## config.mk

```make
export PLATFORM = sky130hd
export DESIGN_NAME = toggle_poll_ctrl
export DESIGN_NICKNAME = d
export VERILOG_FILES = /design/src/rtl/toggle_poll_ctrl.sv
export SDC_FILE = /design/constraint.sdc
export NUM_CORES = 1
export LEC_CHECK = 0
export BUFFER_PORTS_ARGS = -buffer_cell sky130_fd_sc_hd__buf_2
export CAP_MARGIN = 40
export CORE_MARGIN = 5
export CORE_UTILIZATION = 49
export DETAILED_ROUTE_END_ITERATION = 6
export GPL_TIMING_DRIVEN = 0
export PLACE_DENSITY = 0.86
export SYNTH_ARGS = -nofsm -noshare
export SYNTH_HDL_FRONTEND = slang
export SYNTH_SLANG_ARGS = --single-unit
```

## constraint.sdc

```tcl
create_clock -name clk -period 5.34 [get_ports clk]
set_input_delay 0.801 -clock clk [delete_from_list [all_inputs] [get_ports clk]]
set_output_delay 0.801 -clock clk [all_outputs]
set_load 0.01 [all_outputs]
```

## src/rtl/toggle_poll_ctrl.sv

```systemverilog
module toggle_poll_ctrl #(
  parameter int AW        = 16,
  parameter int MAX_READS = 16
) (
  input  logic          clk,
  input  logic          rst_n,
  input  logic          start,
  input  logic          word_mode,
  input  logic [AW-1:0] poll_addr,
  output logic          rd_req,
  output logic          wr_req,
  output logic [AW-1:0] bus_addr,
  output logic [15:0]   bus_wdata,
  input  logic          bus_ack,
  input  logic [15:0]   bus_rdata,
  output logic          busy,
  output logic          done,
  output logic          fail,
  output logic          timeout
);
  localparam int CW = $clog2(MAX_READS + 1);
  localparam logic [CW-1:0] LAST = CW'(MAX_READS - 1);

  typedef enum logic [2:0] {
    S_IDLE, S_RD_FIRST, S_RD_NEXT, S_CF_FIRST, S_CF_SECOND, S_RESET
  } state_t;

  state_t        state;
  logic [AW-1:0] addr_q;
  logic          wm_q, prev_q, tmo_q;
  logic [CW-1:0] cnt_q;

  wire tog     = wm_q ? bus_rdata[14] : bus_rdata[6];
  wire err     = wm_q ? bus_rdata[13] : bus_rdata[5];
  wire got     = bus_ack && rd_req;
  wire changed = tog != prev_q;

  assign rd_req    = state inside {S_RD_FIRST, S_RD_NEXT, S_CF_FIRST, S_CF_SECOND};
  assign wr_req    = state == S_RESET;
  assign bus_addr  = addr_q;
  assign bus_wdata = 16'h00F0;
  assign busy      = state != S_IDLE;

  always_ff @(posedge clk or negedge rst_n) begin
    if (!rst_n) begin
      state   <= S_IDLE;
      addr_q  <= '0;
      wm_q    <= 1'b0;
      prev_q  <= 1'b0;
      tmo_q   <= 1'b0;
      cnt_q   <= '0;
      done    <= 1'b0;
      fail    <= 1'b0;
      timeout <= 1'b0;
    end else begin
      done    <= 1'b0;
      fail    <= 1'b0;
      timeout <= 1'b0;
      case (state)
        S_IDLE: if (start) begin
          addr_q <= {poll_addr[AW-1:1], 1'b0};
          wm_q   <= word_mode;
          cnt_q  <= '0;
          tmo_q  <= 1'b0;
          state  <= S_RD_FIRST;
        end
        S_RD_FIRST: if (got) begin
          prev_q <= tog;
          cnt_q  <= cnt_q + 1'b1;
          state  <= S_RD_NEXT;
        end
        S_RD_NEXT: if (got) begin
          prev_q <= tog;
          cnt_q  <= cnt_q + 1'b1;
          if (!changed) begin
            done  <= 1'b1;
            state <= S_IDLE;
          end else if (err) begin
            state <= S_CF_FIRST;
          end else if (cnt_q >= LAST) begin
            tmo_q <= 1'b1;
            state <= S_RESET;
          end
        end
        S_CF_FIRST: if (got) begin
          prev_q <= tog;
          state  <= S_CF_SECOND;
        end
        S_CF_SECOND: if (got) begin
          if (changed) state <= S_RESET;
          else begin
            done  <= 1'b1;
            state <= S_IDLE;
          end
        end
        S_RESET: if (bus_ack) begin
          fail    <= 1'b1;
          timeout <= tmo_q;
          state   <= S_IDLE;
        end
        default: state <= S_IDLE;
      endcase
    end
  end

  a_r11_req_excl: assert property (@(posedge clk) disable iff (!rst_n)
    !(rd_req && wr_req));
  a_r11_req_hold: assert property (@(posedge clk) disable iff (!rst_n)
    (rd_req && !bus_ack) |=> (rd_req && $stable(bus_addr)));
  a_r2_even_addr: assert property (@(posedge clk) disable iff (!rst_n)
    (rd_req || wr_req) |-> !bus_addr[0]);
  a_r9_excl: assert property (@(posedge clk) disable iff (!rst_n)
    !(done && fail));
  a_r9_done_pulse: assert property (@(posedge clk) disable iff (!rst_n)
    done |=> !done);
  a_r9_fail_pulse: assert property (@(posedge clk) disable iff (!rst_n)
    fail |=> !fail);
  a_r9_busy_end: assert property (@(posedge clk) disable iff (!rst_n)
    (done || fail) |-> (!busy && $past(busy)));
  a_r8_tmo_with_fail: assert property (@(posedge clk) disable iff (!rst_n)
    timeout |-> fail);
  a_r10_addr_hold: assert property (@(posedge clk) disable iff (!rst_n)
    busy |=> $stable(bus_addr));
endmodule

```

==> flow_summary.yaml, run 1 <==
run_status:
  status: "completed"
global_route:
  grt_max_degree: 30
  grt_pass1_wl_mm: 5.354
  first_global_vias: 1256
  grtUsageTotal_pct: 15.75
  grt_overflow_total: 0
  antenna_found_initial: 0
yosys:
  synth_flop_cell: "dfrtp_1"
  ys_ff_latch: 29
  synth-edff-count: 0
  ys_types: 38
  synthMuxAreaShare_pct: 2.632
  synth_top_area_cell: "dfrtp_1"
  synth-xor-area-share_pct: 3.270
  yosysSeqAreaShare_pct: 46.25
  synth_cells: 166
  post_synth_fa_ha_maj_area_fraction_pct: 1.595
  syn_area_um2: 1569
  yosysWarnings: 0
  yosys.area.top_type_share_pct: 46.25
  syn_avg_cell_area_um2: 9.452
  synth_compound_area_share_pct: 9.649
  synthSimpleGateAreaFrac_pct: 24.24
  ys_async_sr_fraction_pct: 100.0
  synth_top_family_by_area: "simple AND/OR/NAND/NOR gates"
  synthTopCellsByArea: "dfrtp_1 (46%), nand2_1 (12%), buf_4 (8.6%)"
sta:
  finalSetupTns_ns: 0
  rsz0062_at_grt: "no"
  post-route-min-period_ns: 2.158
  report.final.slew_viol_count: 0
  clock.fmax_mhz: 463.4
  final-setup-viol-count: 0
  hold_viol_final: 0
  skew_ns: 0.008142
  layout_setup_ws_ns: 3.182
  tightest_slew_ns: 0.6289
  post-route-period-util_pct: 40.42
  slew_headroom_pct: 58.07
final_layout:
  mostFrequentLayoutCell: "nand2_1"
  largest_reg_flops: 15
  layout-drive-gt1-share_pct: 36.48
  final_cell_mix: "nand2_1 (51), buf_2 (46), dfrtp_1 (29)"
  final_core_util_pct: 64.55
  diodes: 0
  multi_input_area_um2: 713.2
  area_growth_pct: 25.60
  layout.nets: 271
  fillers: 272
  ff_latch_area_um2: 725.7
drt:
  wire_per_inst_um: 11.61
  vias: 1274
  antenna_left: 0
  drc: 0
  dr.first_iter.drc_count: 35
  dr_wl_met3_um: 228
  dr_wl_met2_mm: 1.644
  highest_layer: "met4"
  first_pass_iters: 4
  wl_met1_mm: 1.321
  viasPerCell: 4.599
  routed_wl_mm: 3.215
cts:
  root_buffer: "clkbuf_4"
  cts-resized-gates: 0
  cts_tree: "yes"
  postCtsSetupBuffers: 0
  cts_buffers: 5
  holdBufCountCts: 0
  cts_num_sinks: 29
  htreeDepth: 2
  clock_latency_ns: 0.33
  cts_buffer_depth: 2
  clk_pin_slew_worst_paths_ns: 0.10
floorplan:
  die-area_um2: 4434
  core-area_um2: 3053
  die_w_um: 66.59
  fp.dieH_um: 66.59
  ios: 75
  rows: 20
  start_util_pct: 51.39
flow_run:
  cap_viol_max_count: 0
placement:
  place_congestion: 0.7986
  dpl_worst_slack_ns: 3.462
  portBuffers: 44
  hpwl_mm: 2.480
setup_path:
  crit_type: "reg2out"
  start_kind: "flop"
  cp-end-kind: "output port"
  path_max_fanout: 10
  cp.required_ns: 4.54
  worstPathArrival_ns: 1.36
power_and_ir_drop:
  p_per_area_nw_per_um2: 521.5
  power.leakage_nw: 1.080
  p_total_mw: 1.028
  peakVddDrop_mv: 0.2481
min_path:
  hold_path_class: "in2async"
[logic make-up (layout without fill, tap and decap cells)]
| logic type | count (synthesis) | count (layout) |
|---|---|---|
| mux | 4 | 4 |
| xor+xnor | 5 | 5 |
| compound gates | 19 | 19 |
| buf+inv | 27 | 79 |
| fa+ha+maj | 2 | 2 |
| simple gates | 78 | 78 |
| other cells | 2 | 17 |
| flops | 29 | 29 |
[power breakdown]
part	internal (mW)	total (mW)	leakage [nW]	switching (mW)
Sequential	0.311	0.374	0.368	0.0630
Clock	0.0762	0.153	0.0413	0.0767
Combinational	0.221	0.501	0.671	0.280
[cells in the mapped netlist (all sizes together) (2+ instances only)]
library cell and n:
a211oi 2, a21oi 4, a32o 2, and3 2, and4bb 2, buf 22
clkbuf 2, conb 2, dfrtp 29, ha 2, inv 3, mux2i 3
nand2 51, nand2b 2, nand3 6, nor2 8, nor3b 2, nor4b 2
o21ai 5, xnor2 2, xor2 3
[worst max-delay path: stages (launching register included)]
cell	delay [ns]
dfrtp_1	0.33
buf_2	0.23
inv_1	0.18
nor2_1	0.15
buf_2	0.14
[cell type report]
| class | count | share of cell area, % |
|---|---|---|
| clock buffer | 7 | 3.302 |
| sequential | 29 | 36.83 |
| buffer | 24 | 8.889 |
| clock inverter | 1 | 0.2540 |
| inverter | 3 | 0.5714 |
| tap | 44 | 2.794 |
| multi-input combinational | 125 | 36.19 |
| timing repair buffer | 44 | 11.17 |
[metrics by stage]
| step | instance area, um2 | cells | hold WS [ns] |
|---|---|---|---|
| after global routing | 1971 | 277 | 0.5036 |
| after floorplan | 1625 | 181 | 0.4539 |
| after CTS | 1971 | 277 | 0.4830 |
| after detailed placement | 1901 | 269 | 0.4585 |
| final | 1971 | 277 | 0.4778 |
| after global placement | 1901 | 269 | 0.4535 |
[final timing paths]
check / slack (ns) / cells past startpoint / start / endpoint
max: 3.18 / 4 / state[0] / wr_req
min: 0.48 / 1 / rst_n / state[0]
max reg2reg: 3.46 / 6 / cnt_q[0] / state[2]
min reg2reg: 0.48 / 2 / bus_addr[9] / bus_addr[9]
max in group asynchronous: 4.45 / 1 / rst_n / bus_addr[4]
min in group clk: 0.48 / 2 / bus_addr[9] / bus_addr[9]
[layer usage]
metal  global-route usage [%]  vias up
met5                        0        -
met4                    4.569        0
met3                    5.396        4
met2                    26.98       41
met1                    18.53      582
li1                         -      647
(Power assumes the default switching activity.)
==> run 2: changes to the inputs <==
--- a/config.mk
+++ b/config.mk
@@ -5,13 +5,14 @@
 export SDC_FILE = /design/constraint.sdc
 export NUM_CORES = 1
 export LEC_CHECK = 0
+export ABC_AREA = 1
 export BUFFER_PORTS_ARGS = -buffer_cell sky130_fd_sc_hd__buf_2
 export CAP_MARGIN = 40
 export CORE_MARGIN = 5
-export CORE_UTILIZATION = 49
+export CORE_UTILIZATION = 47
 export DETAILED_ROUTE_END_ITERATION = 6
 export GPL_TIMING_DRIVEN = 0
-export PLACE_DENSITY = 0.86
+export PLACE_DENSITY = 0.82
 export SYNTH_ARGS = -nofsm -noshare
 export SYNTH_HDL_FRONTEND = slang
 export SYNTH_SLANG_ARGS = --single-unit
==> constraint.sdc (replaced) <==
create_clock -name clk -period 2.15 [get_ports clk]
set_input_delay 0.3225 -clock clk [delete_from_list [all_inputs] [get_ports clk]]
set_output_delay 0.3225 -clock clk [all_outputs]
set_load 0.01 [all_outputs]
==> run 2 against run 1 <==
Compared with the run above:
- clock power grew 140%
- sequential power is 140% higher
- critical endpoint is now rd_req
- power grew to 2.6 times the previous value
- setup slack got worse by 2.7 ns
- via count increased by 2.5%
- core utilization decreased by 3.3 points
- largest power group unchanged
- global-route usage shrank 1.4 points
==> flow_summary.yaml, run 2 <==
run_status:
  status: "completed"
floorplan:
  core-area_um2: 3416
  die-area_um2: 4887
  die_w_um: 69.91
  rows: 21
  start_util_pct: 49.38
  fp.dieH_um: 69.91
  ios: 75
yosys:
  ys_types: 29
  yosysMostFrequentCell: "nand2_1"
  synthTopCellsByArea: "dfrtp_1 (43%), mux2_4 (13%), nand2_1 (10%)"
  yosysSeqAreaShare_pct: 43.03
  ys_async_sr_fraction_pct: 100.0
  yosys.area.top_type_share_pct: 43.03
  synth_cells: 182
  syn_area_um2: 1687
  synth_top_area_cell: "dfrtp_1"
  ys_top_cells_by_count: "nand2_1 (45), dfrtp_1 (29), buf_4 (17), inv_1 (17), mux2_4 (15)"
  yosysWarnings: 0
  synth-edff-count: 0
  synth_flop_cell: "dfrtp_1"
  ys_ff_latch: 29
  syn_avg_cell_area_um2: 9.267
final_layout:
  layout.nets: 287
  diodes: 0
  design_area_um2: 2091
  final_core_util_pct: 61.21
  final_cell_mix: "nand2_1 (45), buf_2 (44), dfrtp_1 (29)"
  mostFrequentLayoutCell: "nand2_1"
  largest_reg_flops: 15
  area_growth_pct: 23.96
  layout-drive-gt1-share_pct: 40.96
sta:
  skew_ns: 0.007166
  post-route-period-util_pct: 76.64
  tightest_slew_ns: 0.6286
  hold_viol_final: 0
  holdWs_ns: 0.01202
  clock.fmax_mhz: 606.9
  finalSetupTns_ns: 0
  post-route-min-period_ns: 1.648
  final-setup-viol-count: 0
  report.final.slew_viol_count: 0
  rsz0062_at_grt: "no"
  slew_headroom_pct: 58.09
setup_path:
  ff2ff_path_depth: 10
  start_kind: "flop"
  cp.required_ns: 1.83
  path_max_fanout: 5
  cp-end-kind: "output port"
  worstPathArrival_ns: 1.33
  crit_type: "reg2out"
global_route:
  grt_pass1_wl_mm: 5.747
  grt_util_met3_pct: 5.739
  busiest_layer: "met2"
  use_met1_pct: 17.06
  grt_max_degree: 30
  grtUsageTotal_pct: 14.37
  grt_overflow_total: 0
  antenna_found_initial: 0
  first_global_vias: 1345
  grt_use_met2_pct: 23.71
power_and_ir_drop:
  p_per_area_nw_per_um2: 1258
  peakVddDrop_mv: 0.7870
  power.leakage_nw: 1.217
cts:
  cts_buffer_depth: 2
  clock_latency_ns: 0.32
  htreeDepth: 2
  cts_buffers: 5
  cts-resized-gates: 0
  root_buffer: "clkbuf_4"
  cts_tree: "yes"
  holdBufCountCts: 0
  clk_pin_slew_worst_paths_ns: 0.09
  cts_num_sinks: 29
  postCtsSetupBuffers: 0
flow_run:
  cap_viol_max_count: 0
placement:
  place_congestion: 0.8465
  hpwl_mm: 2.602
  portBuffers: 44
  dpl_cell_area_um2: 2021
drt:
  dr.first_iter.drc_count: 99
  viasPerCell: 4.427
  drc: 0
  routed_wl_mm: 3.223
  wire_per_inst_um: 10.93
  antenna_left: 0
  first_pass_iters: 4
  vias: 1306
min_path:
  hold_path_class: "in2async"
run 2: changes by cell type after synthesis, sizes merged, moves of 3 or more:
cell,previous run,this run
inv,3,22
mux2,1,15
nand3,6,12
nor2,8,16
o21ai,5,2
xor2,3,0
run 2: kinds of logic (layout without fill, tap and decap cells):
logic type                 count (synthesis)  in the layout  share of synthesized area [%]
DFF                                       29             29                          43.03
muxes                                     16             16                          13.95
buffers and inverters                     43             95                          15.21
adders and majority gates                  2              2                          1.483
other                                      2             17                         0.4453
AOI/OAI and AO/OA                          9              9                          3.116
and+or+nand+nor                           81             81                          22.78
run 2: path summary, 6_finish.rpt:
| path | startpoint | to | slack (ns) |
|---|---|---|---|
| worst min register to register | bus_addr[13] | bus_addr[13] | 0.51 |
| max in group asynchronous | rst_n | bus_addr[2] | 1.73 |
| min in group clk | poll_addr[15] | bus_addr[15] | 0.23 |
| worst max-delay path | state[1] | rd_req | 0.50 |
| worst max register to register | cnt_q[0] | state[2] | 0.53 |
| worst min-delay path | rst_n | state[1] | 0.01 |
run 2: report_power, final:
| group | switching, mW | total (mW) | internal, mW |
|---|---|---|---|
| Clock | 0.177 | 0.366 | 0.189 |
| Combinational | 0.703 | 1.35 | 0.648 |
| Sequential | 0.149 | 0.912 | 0.763 |
run 2: final cells by class:
| class | instances | area (um2) |
|---|---|---|
| Clock buffer | 7 | 65.06 |
| Fill cell | 323 | 1325 |
| Tap cell | 46 | 57.56 |
| Multi-Input combinational cell | 125 | 760.7 |
| Timing Repair Buffer | 44 | 220.2 |
| Clock inverter | 1 | 5.005 |
| Buffer | 20 | 170.2 |
| Sequential cell | 29 | 725.7 |
| Inverter | 23 | 86.33 |
run 2: layer usage:
| metal | vias to the layer above | wire length (um) | part of all wire (%) |
|---|---|---|---|
| li1 | 672 | - | - |
| met1 | 572 | 1343 | 42 |
| met2 | 54 | 1540 | 48 |
| met3 | 8 | 294 | 9.1 |
| met4 | 0 | 45 | 1.4 |
| met5 | - | 0 | 0 |
run 2: stage by stage:
step | power [mW] | instances | worst slack, ns
3_5_place_dp | 2.284 | 287 | 0.5450
6_report | 2.630 | 295 | 0.5023
3_3_place_gp | 2.244 | 287 | 0.5759
4_1_cts | 2.659 | 295 | 0.4844
5_1_grt | 2.876 | 295 | 0.3688
2_1_floorplan | 1.912 | 197 | 0.6588
run 2: critical path, stage by stage, from the launching register on:
cell and delay (ns):
dfrtp_1 0.48, inv_2 0.10, nand2_2 0.10, nand2_1 0.06, nand2_1 0.09, inv_1 0.04
buf_2 0.13
==> run 3: changes to the inputs <==
--- a/config.mk
+++ b/config.mk
@@ -9,10 +9,10 @@
 export BUFFER_PORTS_ARGS = -buffer_cell sky130_fd_sc_hd__buf_2
 export CAP_MARGIN = 40
 export CORE_MARGIN = 5
-export CORE_UTILIZATION = 47
+export CORE_UTILIZATION = 42
 export DETAILED_ROUTE_END_ITERATION = 6
 export GPL_TIMING_DRIVEN = 0
-export PLACE_DENSITY = 0.82
+export PLACE_DENSITY = 0.77
 export SYNTH_ARGS = -nofsm -noshare
 export SYNTH_HDL_FRONTEND = slang
 export SYNTH_SLANG_ARGS = --single-unit
==> constraint.sdc (replaced) <==
create_clock -name clk -period 1.3 [get_ports clk]
set_input_delay 0.195 -clock clk [delete_from_list [all_inputs] [get_ports clk]]
set_output_delay 0.195 -clock clk [all_outputs]
set_load 0.01 [all_outputs]
==> run 3 against run 2 <==
Compared with the run above:
- flip-flop and latch count is the same
- sequential power grew 71%
- core utilization decreased by 1.9 points
- setup slack lost 0.68 ns
- routed wire length is 15% higher
- combinational power is 100% higher
- the flow now finishes with violations (negative setup slack)
- largest cell class unchanged
- largest power group unchanged
==> flow_summary.yaml, run 3 (same netlist as run 2, synthesis figures left out) <==
sta:
  rsz0062_at_grt: "yes"
  post-route-min-period_ns: 1.474
  tightest_slew_ns: 0.6247
  hold_viol_final: 0
  report.final.slew_viol_count: 0
  layout_setup_ws_ns: -0.1745
  final-setup-viol-count: 27
  slew_headroom_pct: 58.35
  clock.fmax_mhz: 678.2
  post-route-period-util_pct: 113.4
  skew_ns: 0.007182
flow_run:
  cap_viol_max_count: 0
setup_path:
  rrSetupSlack_ns: -0.17
  crit_type: "reg2reg"
  path_common_cell: "nor2_2"
  path_max_fanout: 3
  cp-end-kind: "flop"
  start_kind: "flop"
  cp_slowest_stage_delay_ns: 0.39
  path_cells: "ha_2, nand2_2, nor2_2, ha_2, nor2_4, nand3_2, nor2_2, nor2_2, nand2_1, nand2_1"
  critPathBufInv: 0
  cp_top_family: "simple AND/OR/NAND/NOR gates"
  worstPathArrival_ns: 1.66
  cp_slowest_cell: "dfrtp_1"
  cp.required_ns: 1.48
final_layout:
  final_cell_mix: "buf_2 (41), nand2_1 (39), buf_4 (27)"
  mostFrequentLayoutCell: "buf_2"
  layout.nets: 300
  final_core_util_pct: 59.31
  fillers: 332
  largest_reg_flops: 15
  diodes: 0
  area_growth_pct: 38.65
  stdcell_count: 312
  layout-drive-gt1-share_pct: 52.67
placement:
  hpwl_mm: 2.619
  place_congestion: 0.8745
  portBuffers: 44
  place_inst: 291
cts:
  htreeDepth: 2
  cts_num_sinks: 29
  cts_buffer_depth: 2
  root_buffer: "clkbuf_8"
  clock_latency_ns: 0.29
  cts_tree: "yes"
  cts_buffers: 5
  clk_pin_slew_worst_paths_ns: 0.06
run_status:
  status: "finished, violations left"
  failed_checks: "negative setup slack"
drt:
  viasPerCell: 4.429
  routed_wl_mm: 3.709
  dr.first_iter.drc_count: 101
  wire_per_inst_um: 11.89
  drc: 0
  first_pass_iters: 4
  vias: 1382
  antenna_left: 0
global_route:
  grt_max_degree: 30
  grt_use_met2_pct: 23.44
  grt_overflow_total: 0
  busiest_layer: "met2"
  grt_pass1_wl_mm: 5.878
  use_met1_pct: 17.04
  antenna_found_initial: 0
  grt_util_met3_pct: 4.378
  first_global_vias: 1322
  grtUsageTotal_pct: 14.53
power_and_ir_drop:
  swShare_pct: 39.95
  peakVddDrop_mv: 1.058
  clkPwrFrac_pct: 14.5
  power.leakage_nw: 1.303
  p_per_area_nw_per_um2: 2159
  power.switching_mw: 2.018
  power_frac_comb_pct: 54.6
  power_frac_seq_pct: 30.9
  p_int_mw: 3.032
floorplan:
  die-area_um2: 5383
  fp.dieH_um: 73.37
  core-area_um2: 3943
  rows: 23
  start_util_pct: 42.78
  die_w_um: 73.37
  ios: 75
min_path:
  hold_path_class: "in2reg"
run 3: cell count changes in the layout (fill, tap and decap cells not counted), sizes merged:
cell / delta
buf: +12
clkbuf: -2
clkinvlp: +1
dlygate4sd3: +1
inv: +1
run 3: timing repair:
| action | CTS | global route |
|---|---|---|
| endpoints found under the setup margin | 27 | 29 |
| setup buffers | 9 | 4 |
| pin swaps | 14 | 7 |
| endpoints found under the hold margin | 29 | 0 |
| hold buffers | 1 | 0 |
| resized for setup | 21 | 12 |
run 3: power by group through the flow:
stage                     clock network [mW]  logic, mW  registers (mW)
final                                  0.732       2.76            1.56
after CTS                              0.750       2.67            1.52
after global routing                   0.801       3.02            1.61
after floorplan                            0       1.55            1.62
after global placement                     0       2.22            1.51
after detailed placement                   0       2.28            1.53
run 3: through the flow:
| step | total power [mW] | area (um2) | hold slack (ns) | worst slack [ns] | setup TNS [ns] |
|---|---|---|---|---|---|
| after floorplan | 3.171 | 1753 | -0.1006 | -0.1038 | -0.7699 |
| after global placement | 3.735 | 2036 | 0.2477 | -0.2067 | -2.451 |
| after detailed placement | 3.804 | 2036 | 0.2534 | -0.2175 | -2.641 |
| after CTS | 4.946 | 2280 | 0.1274 | -0.1608 | -2.628 |
| after global routing | 5.428 | 2338 | 0.1222 | -0.2729 | -4.434 |
| final | 5.050 | 2338 | 0.1321 | -0.1745 | -2.561 |
run 3: worst register-to-register path, delay by kind of cell, from the launching register on:
| family | cells | cell delay [ns] |
|---|---|---|
| simple gates | 8 | 0.61 |
| fa+ha+maj | 2 | 0.39 |
| flops | 1 | 0.39 |
run 3: cell type report:
| class | instances | area, um2 | area share [%] |
|---|---|---|---|
| inverters | 23 | 88.84 | 3.799 |
| clock inverters | 3 | 17.52 | 0.7491 |
| repair buffers | 58 | 357.8 | 15.30 |
| multi-input cells | 125 | 850.8 | 36.38 |
| clock buffers | 5 | 68.82 | 2.943 |
| flip-flops and latches | 29 | 729.5 | 31.19 |
| plain buffers | 19 | 162.7 | 6.956 |
| well taps | 50 | 62.56 | 2.675 |
run 3: path summary, 6_finish.rpt:
kind	cells past startpoint	start	end
worst max-delay path	10	cnt_q[0]	state[0]
worst min-delay path	2	poll_addr[5]	bus_addr[5]
worst max register to register	10	cnt_q[0]	state[0]
worst min register to register	2	tmo_q	tmo_q
max in group asynchronous	2	rst_n	state[0]
min in group asynchronous	2	rst_n	prev_q
run 3: metal layers:
layer	vias to the layer above	part of all wire [%]
met2	63	49
met4	0	2.2
li1	693	-
met5	-	0
met3	9	9.3
met1	617	39
